File: config.mk
export PLATFORM = sky130hd
export DESIGN_NAME = fcmp_bool_unit
export DESIGN_NICKNAME = d
export VERILOG_FILES = /design/src/rtl/fcmp_pkg.sv /design/src/rtl/fcmp_classify.sv /design/src/rtl/fcmp_relate.sv /design/src/rtl/fcmp_predicate.sv /design/src/rtl/fcmp_bool_unit.sv
export SDC_FILE = /design/constraint.sdc
export NUM_CORES = 1
export LEC_CHECK = 0
export BUFFER_PORTS_ARGS = -buffer_cell sky130_fd_sc_hd__buf_2
export CAP_MARGIN = 20
export CORE_MARGIN = 2
export CORE_UTILIZATION = 47
export CTS_CLUSTER_DIAMETER = 40
export DETAILED_ROUTE_END_ITERATION = 12
export PLACE_DENSITY_LB_ADDON = 0.05
export SLEW_MARGIN = 5
export SYNTH_ARGS = -nofsm -noshare
export SYNTH_HDL_FRONTEND = slang
export SYNTH_SLANG_ARGS = --single-unit
File: constraint.sdc
create_clock -name clk -period 0.9 [get_ports clk]
set_input_delay 0.18 -clock clk [delete_from_list [all_inputs] [get_ports clk]]
set_output_delay 0.18 -clock clk [all_outputs]
set_load 0.02 [all_outputs]
File: src/rtl/fcmp_pkg.sv
package fcmp_pkg;

    typedef enum logic [2:0] {
        OP_RSV = 3'd0,
        OP_UN  = 3'd1,
        OP_OEQ = 3'd2,
        OP_UEQ = 3'd3,
        OP_OLT = 3'd4,
        OP_ULT = 3'd5,
        OP_OLE = 3'd6,
        OP_ULE = 3'd7
    } cmp_op_e;

    // operand classification
    typedef struct packed {
        logic nan;
        logic snan;
        logic zero;
    } fclass_t;

    // relation between two operands; eq and lt are valid only when un is 0
    typedef struct packed {
        logic un;
        logic eq;
        logic lt;
    } frel_t;

endpackage

File: src/rtl/fcmp_classify.sv
module fcmp_classify
    import fcmp_pkg::*;
#(
    parameter int EXP_W = 8,
    parameter int MAN_W = 23
) (
    input  logic [EXP_W+MAN_W:0] val_i,
    output fclass_t              cls_o
);
    localparam int FW = EXP_W + MAN_W + 1;

    logic [EXP_W-1:0] exp_w;
    logic [MAN_W-1:0] frac_w;

    always_comb begin
        exp_w       = val_i[FW-2:MAN_W];
        frac_w      = val_i[MAN_W-1:0];
        cls_o.nan   = (&exp_w) && (|frac_w);
        cls_o.snan  = (&exp_w) && (|frac_w) && !frac_w[MAN_W-1];
        cls_o.zero  = (val_i[FW-2:0] == '0);
    end
endmodule

File: src/rtl/fcmp_relate.sv
module fcmp_relate
    import fcmp_pkg::*;
#(
    parameter int EXP_W = 8,
    parameter int MAN_W = 23
) (
    input  logic [EXP_W+MAN_W:0] a_i,
    input  logic [EXP_W+MAN_W:0] b_i,
    input  fclass_t              cls_a_i,
    input  fclass_t              cls_b_i,
    output frel_t                rel_o
);
    localparam int FW = EXP_W + MAN_W + 1;

    logic [FW-2:0] mag_a, mag_b;
    logic          sgn_a, sgn_b;
    logic          both_zero, eq_raw, lt_raw;

    always_comb begin
        mag_a     = a_i[FW-2:0];
        mag_b     = b_i[FW-2:0];
        sgn_a     = a_i[FW-1];
        sgn_b     = b_i[FW-1];
        both_zero = cls_a_i.zero && cls_b_i.zero;
        eq_raw    = both_zero || (a_i == b_i);
        lt_raw    = 1'b0;
        if (!both_zero) begin
            unique case ({sgn_a, sgn_b})
                2'b10:   lt_raw = 1'b1;
                2'b01:   lt_raw = 1'b0;
                2'b00:   lt_raw = (mag_a < mag_b);
                default: lt_raw = (mag_a > mag_b);
            endcase
        end
        rel_o.un = cls_a_i.nan || cls_b_i.nan;
        rel_o.eq = eq_raw && !rel_o.un;
        rel_o.lt = lt_raw && !rel_o.un;
    end
endmodule

File: src/rtl/fcmp_predicate.sv
module fcmp_predicate
    import fcmp_pkg::*;
(
    input  logic [2:0] op_i,
    input  frel_t      rel_i,
    output logic       pred_o,
    output logic       legal_o
);
    always_comb begin
        legal_o = 1'b1;
        unique case (cmp_op_e'(op_i))
            OP_UN:   pred_o = rel_i.un;
            OP_OEQ:  pred_o = rel_i.eq;
            OP_UEQ:  pred_o = rel_i.eq || rel_i.un;
            OP_OLT:  pred_o = rel_i.lt;
            OP_ULT:  pred_o = rel_i.lt || rel_i.un;
            OP_OLE:  pred_o = rel_i.lt || rel_i.eq;
            OP_ULE:  pred_o = rel_i.lt || rel_i.eq || rel_i.un;
            default: begin
                pred_o  = 1'b0;
                legal_o = 1'b0;
            end
        endcase
    end
endmodule

File: src/rtl/fcmp_bool_unit.sv
module fcmp_bool_unit
    import fcmp_pkg::*;
#(
    parameter int NBOOL = 16,
    parameter int EXP_W = 8,
    parameter int MAN_W = 23,
    localparam int FW    = EXP_W + MAN_W + 1,
    localparam int IDX_W = $clog2(NBOOL)
) (
    input  logic             clk,
    input  logic             rst_n,
    input  logic             valid_i,
    input  logic [2:0]       op_i,
    input  logic [IDX_W-1:0] dst_i,
    input  logic [FW-1:0]    a_i,
    input  logic [FW-1:0]    b_i,
    output logic [NBOOL-1:0] breg_o,
    output logic             invalid_o,
    output logic             reserved_o
);
    typedef struct packed {
        logic [NBOOL-1:0] breg;
        logic             inv;
        logic             rsv;
    } state_t;

    state_t state_d, state_q;

    logic [FW-1:0] opnd [2];
    fclass_t       cls  [2];
    frel_t         rel;
    logic          pred, legal;

    assign opnd[0] = a_i;
    assign opnd[1] = b_i;

    for (genvar g = 0; g < 2; g++) begin : g_cls
        fcmp_classify #(.EXP_W(EXP_W), .MAN_W(MAN_W)) u_cls (
            .val_i (opnd[g]),
            .cls_o (cls[g])
        );
    end

    fcmp_relate #(.EXP_W(EXP_W), .MAN_W(MAN_W)) u_rel (
        .a_i     (a_i),
        .b_i     (b_i),
        .cls_a_i (cls[0]),
        .cls_b_i (cls[1]),
        .rel_o   (rel)
    );

    fcmp_predicate u_pred (
        .op_i    (op_i),
        .rel_i   (rel),
        .pred_o  (pred),
        .legal_o (legal)
    );

    always_comb begin
        state_d     = state_q;
        state_d.rsv = 1'b0;
        if (valid_i) begin
            if (!legal) begin
                state_d.rsv = 1'b1;
            end else begin
                for (int i = 0; i < NBOOL; i++) begin
                    if (dst_i == IDX_W'(i)) state_d.breg[i] = pred;
                end
                if (cls[0].snan || cls[1].snan) state_d.inv = 1'b1;
            end
        end
    end

    always_ff @(posedge clk or negedge rst_n) begin
        if (!rst_n) state_q <= '0;
        else        state_q <= state_d;
    end

    assign breg_o     = state_q.breg;
    assign invalid_o  = state_q.inv;
    assign reserved_o = state_q.rsv;
endmodule

==> results of run 1 <==
[synthesized netlist by cell type]
cell,instances,area share
ha_1,34,0.23
inv_1,33,0.066
dfrtp_1,18,0.24
nor2_1,17,0.034
nor4_1,16,0.053
mux2_2,15,0.090
a21oi_1,13,0.035
nand2_1,13,0.026
nand4_1,12,0.040
nor3_1,8,0.021
nand3_1,7,0.019
nand2b_1,4,0.013
o21ai_0,4,0.011
or3_1,3,0.010
a21o_1,2,0.0080
buf_1,2,0.0040
nand3b_1,2,0.0080
nor2b_1,2,0.0067
o21a_1,2,0.0080
a211oi_2,1,0.0067
a21boi_0,1,0.0040
a21oi_4,1,0.0087
a221oi_1,1,0.0047
a31o_2,1,0.0047
and2_1,1,0.0033
and3_1,1,0.0033
and4_1,1,0.0047
buf_6,1,0.0060
mux2_1,1,0.0060
o211a_1,1,0.0053
o211ai_1,1,0.0040
o22ai_1,1,0.0033
o31a_1,1,0.0047
o41a_1,1,0.0060
or4b_1,1,0.0053
[where the power goes]
group	total [mW]	switching [mW]	internal (mW)	leakage, nW
logic	1.68	0.792	0.888	1.47
registers	1.03	0.0985	0.931	0.242
clock network	0.696	0.307	0.390	0.0288
total	3.41	1.20	2.21	1.74
[worst max-delay path by stage]
stage | startpoint | cells past startpoint | slack [ps] | end
floorplan | a_i[4] | 10 | -1430 | breg_o[10]
global placement | a_i[4] | 11 | -1610 | breg_o[9]
detailed placement | b_i[16] | 12 | -1680 | breg_o[10]
CTS | a_i[4] | 11 | -1390 | breg_o[10]
global route | b_i[18] | 12 | -1610 | breg_o[15]
finish | b_i[18] | 12 | -1560 | breg_o[15]
[registers in the layout, summed over array words and instances, names as in the netlist]
name,flops
invalid_o,1
breg_o,16
reserved_o,1
[layout make-up]
class                           instances  area (um^2)
Timing Repair Buffer                  163         1145
Clock buffer                            4        55.05
Tap cell                               48        60.06
Fill cell                             176        407.9
Inverter                               33        128.9
Multi-Input combinational cell        169         1496
Sequential cell                        18        450.4
[worst max-delay path, delay by kind of cell]
kind / cells / cell delay [ps]
compound gates: 6 / 1140
fa+ha+maj: 1 / 310
buf+inv: 3 / 290
mux: 1 / 160
simple gates: 1 / 560
[what timing repair did]
item | in CTS | in global routing
hold endpoints to repair | 18 | 0
buffers inserted | 3 | 5
resized for setup | 46 | 11
setup endpoints to repair | 35 | 35
pin swaps | 6 | 6
hold buffers | 1 | 0
[cell families (layout without fill, tap and decap cells)]
kind of cell             after synthesis  after routing  share of synthesized area
buffers and inverters                 36            200                    0.07600
AO/OA/AOI/OAI                         31             31                     0.1133
adder cells (fa/ha/maj)               34             34                     0.2267
flip-flops                            18             18                     0.2400
multiplexers                          16             16                    0.09600
AND/OR/NAND/NOR                       88             88                     0.2480
[per-stage QoR]
step / setup slack [ps] / util
floorplan: -1434 / -
global placement: -1615 / 0.7995
detailed placement: -1675 / 0.7995
CTS: -1389 / 0.8660
global route: -1613 / 0.8910
finish: -1557 / 0.8910
[metal layers]
layer,track usage,vias up,part of all wire
met3,0.07167,20,0.073
li1,-,1140,-
met5,0,-,0
met2,0.5767,134,0.52
met4,0.07143,0,0.023
met1,0.3892,1183,0.38
==> impl_metrics.yaml, run 1 <==
run_status:
  run_status: "complete, but fails checks"
  violations: "negative setup slack"
sta:
  finalSetupTns_ps: -26590
  worst_pin_slew_ps: 417.9
  skew_ps: 0
  max_freq_mhz: 406.9
  timing.final.crit_period_ps: 2457
  hold_ws_ps: 204.7
  maxSlewViolCount: 0
  min_period_over_period: 2.730
  timing.final.ws_setup_ps: -1557
  finalSetupViolations: 35
  hold_violations: 0
  relSlewSlack: 0.7189
  rsz0062_at_grt: "true"
route:
  route.detailed.drc: 0
  finalWirelength_mm: 7.633
  ant_nets: 0
  dr.first_iter.drc_count: 140
  viasPerCell: 5.694
  vias: 2477
  wl_per_cell_um: 17.55
  drt_pre_antenna_iters: 4
clock_network:
  clockBufferDepth: 2
  cts_root_buffer: "clkbuf_8"
  insertion_delay_ps: 260
  cts.sinks: 18
  cts_max_level: 1
  clkTransAtPathRegs_ps: 70
  cts_buffers: 3
  tritoncts: "yes"
critical_path:
  ff2ff_setup_slack_ps: -10
  cpPeakStageDelay_ps: 560
  worst_ep_arrival_time_ps: 2660
  critPathRequiredTime_ps: 1100
  rr_endpoint: "breg_o[14]"
  cp_max_fo: 16
  critPathSlowestCell: "or4b_1"
  start_kind: "input pin"
  cp_cell_sequence: "buf_2, inv_1, ha_1, a21oi_1, o21ai_2, a221oi_2, o21ai_1, or4b_1, a31o_2, a21oi_4, buf_12, mux2_2"
  r2r-start: "breg_o[14]"
  reg2regPathDepth: 2
  critPathCaptureType: "flop"
  crit_type: "input pin to flop"
layout:
  final_cell_mix: "buf_2, buf_4, ha_1"
  diodes: 0
  nNetsFinal: 496
  stdcell_count: 435
  final_common_cell: "buf_2"
  final_cell_area_um2: 3336
  layout-drive-gt1-share: 0.5478
  area_growth_pct: 77.73
power_and_ir_drop:
  leakage_nw: 1.741
  power.density_nw_per_um2: 1021
  ir_worst_vdd_uv: 1004
  design_power_total_mw: 3.406
global_routing:
  grt.total_usage: 0.3207
  overflow: 0
  grt_pass1_vias: 2436
  grt_pass1_wl_mm: 10.93
  grt_antenna_before_repair: 0
  grt_max_degree: 19
synth:
  synthCells: 223
  yosys_register_bits: 18
  syn_nets: 331
  yosysUniqueCellTypes: 35
  yosys_warnings: 0
  synth-seq-area-share: 0.2400
  synth_area_um2: 1877
  syn_area_per_cell_um2: 8.416
place:
  gp_congestion: 0.8707
  placed_cell_area_um2: 2993
  place_hpwl_mm: 4.862
  dp.cells: 422
  io_buffers: 91
min_path:
  hold_path.class: "input pin to flop"
  min_path_cells: 2
  holdCritStartpoint: "valid_i"
  hold_end: "reserved_o"
die:
  rows: 22
  die_w_um: 67.19
  die_h_um: 67.19
  ios: 92
  die_area_um2: 4515
  initial_core_util: 0.5013
  core_um2: 3744
job:
  cap_violations: 0
Note: power is estimated with default switching activity, not from simulation.
==> inputs of run 2 (changes only) <==
--- a/config.mk
+++ b/config.mk
@@ -6,11 +6,11 @@
 export NUM_CORES = 1
 export LEC_CHECK = 0
 export BUFFER_PORTS_ARGS = -buffer_cell sky130_fd_sc_hd__buf_2
-export CAP_MARGIN = 20
 export CORE_MARGIN = 2
-export CORE_UTILIZATION = 47
+export CORE_UTILIZATION = 45
 export CTS_CLUSTER_DIAMETER = 40
 export DETAILED_ROUTE_END_ITERATION = 12
+export MAX_ROUTING_LAYER = met4
 export PLACE_DENSITY_LB_ADDON = 0.05
 export SLEW_MARGIN = 5
 export SYNTH_ARGS = -nofsm -noshare
==> impl_metrics.yaml, run 2 (synthesized netlist as in run 1, its figures left out) <==
die:
  initial_core_util: 0.4692
  core_um2: 4000
  die_h_um: 68.58
  rows: 23
  ios: 92
  die_w_um: 68.58
  die_area_um2: 4703
route:
  vias: 2247
  wl_per_cell_um: 13.64
  ant_nets: 0
  finalWirelength_mm: 5.879
  dr.first_iter.drc_count: 42
  viasPerCell: 5.213
  route.detailed.drc: 0
  drt_pre_antenna_iters: 4
global_routing:
  grt_pass1_wl_mm: 9.542
  grt.total_usage: 0.2724
  overflow: 0
  grt_antenna_before_repair: 0
  grt_pass1_vias: 2308
  grt_max_degree: 19
layout:
  postLayoutCoreUtil: 0.8201
  layout-drive-gt1-share: 0.5328
  stdcell_count: 431
  final_cell_mix: "buf_2, buf_4, ha_1, buf_6, inv_1"
  diodes: 0
  area_growth_pct: 74.80
  largest_reg_flops: 16
  final_common_cell: "buf_2"
  nNetsFinal: 491
sta:
  max_freq_mhz: 426.5
  hold_ws_ps: 155.7
  timing.final.crit_period_ps: 2344
  timing.final.ws_setup_ps: -1444
  worst_pin_slew_ps: 415.8
  maxSlewViolCount: 0
  skew_ps: 0
  min_period_over_period: 2.605
  relSlewSlack: 0.7228
  finalSetupViolations: 35
  hold_violations: 0
  rsz0062_at_grt: "true"
job:
  cap_violations: 0
power_and_ir_drop:
  power.density_nw_per_um2: 961.0
  leakage_nw: 1.708
  ir_worst_vdd_uv: 1193
place:
  place_ws_ps: -1687
  gp_congestion: 0.8972
  dp.cells: 423
  io_buffers: 91
  place_hpwl_mm: 4.706
clock_network:
  clkTransAtPathRegs_ps: 70
  tritoncts: "yes"
  cts.sinks: 18
  insertion_delay_ps: 250
  cts_root_buffer: "clkbuf_8"
  cts_buffers: 3
  clockBufferDepth: 2
  cts_max_level: 1
critical_path:
  cpPeakStageDelay_ps: 480
  critPathSlowestCell: "or4b_1"
  cp_max_fo: 16
  ff2ff_setup_slack_ps: -10
  cp_cell_sequence: "buf_2, inv_2, ha_4, a21oi_2, a21oi_1, o31a_1, o41a_1, or4b_1, a31o_2, a21oi_4, buf_12, mux2_2"
  start_kind: "input pin"
  critPathRequiredTime_ps: 1090
  path_delay_family: "compound AO/OA/AOI/OAI gates"
  critPathBufInv: 3
  worst_ep_arrival_time_ps: 2540
  critPathCaptureType: "flop"
  crit_type: "input pin to flop"
run_status:
  violations: "negative setup slack"
  run_status: "complete, but fails checks"
min_path:
  hold_path.class: "input pin to flop"
[run 2: cell count changes in the layout (fill, tap and decap cells not counted), moves of 2 or more]
| cell | previous run | this run |
|---|---|---|
| buf_4 | 66 | 58 |
| buf_6 | 23 | 28 |
| nor4_2 | 0 | 3 |
| buf_2 | 72 | 70 |
| nor4_4 | 6 | 4 |
[run 2: repair_timing]
item                       4_1_cts  5_1_grt
buffers inserted                 2        2
hold endpoints to repair        18        0
gates resized for setup         53        3
hold buffers                     1        0
pin swaps                        9        0
setup endpoints to repair       35       35
[run 2: per-stage QoR]
stage	power, mW	instance area, um^2	setup TNS (ps)
floorplan	1.637	2011	-22510
global placement	2.300	2988	-26870
detailed placement	2.337	2988	-27490
CTS	3.137	3251	-24270
global route	3.333	3281	-26400
finish	3.153	3281	-24370
[run 2: final timing paths]
path / from / endpoint / depth (start not counted)
worst max-delay path: b_i[2] / breg_o[10] / 12
worst min-delay path: valid_i / reserved_o / 2
worst max register to register: breg_o[10] / breg_o[10] / 2
worst min register to register: breg_o[15] / breg_o[15] / 1
max in group asynchronous: rst_n / breg_o[10] / 2
min in group asynchronous: rst_n / breg_o[11] / 2
[run 2: worst reg2reg max path: stages, from the launching register on]
cell and delay, ps:
dfrtp_1 390, buf_4 140, mux2_2 270
[run 2: report_power, final]
| part | internal [mW] | switching [mW] | leakage, nW |
|---|---|---|---|
| logic | 0.866 | 0.695 | 1.44 |
| clock network | 0.298 | 0.267 | 0.0216 |
| registers | 0.932 | 0.0941 | 0.242 |
[run 2: area by class of cell]
type / instances / area [um^2]
timing repair buffer: 158 / 1131
clock buffer: 3 / 41.29
multi-input combinational: 169 / 1466
inverter: 33 / 128.9
fill: 265 / 719.4
sequential: 18 / 450.4
tap: 50 / 62.56
[run 2: per-layer routing]
metal	global-route usage	vias up	wire, um
met1	0.3097	1036	2508
met2	0.5108	63	3013
met4	0.06000	0	83
met5	-	-	0
li1	-	1139	-
met3	0.02760	9	273
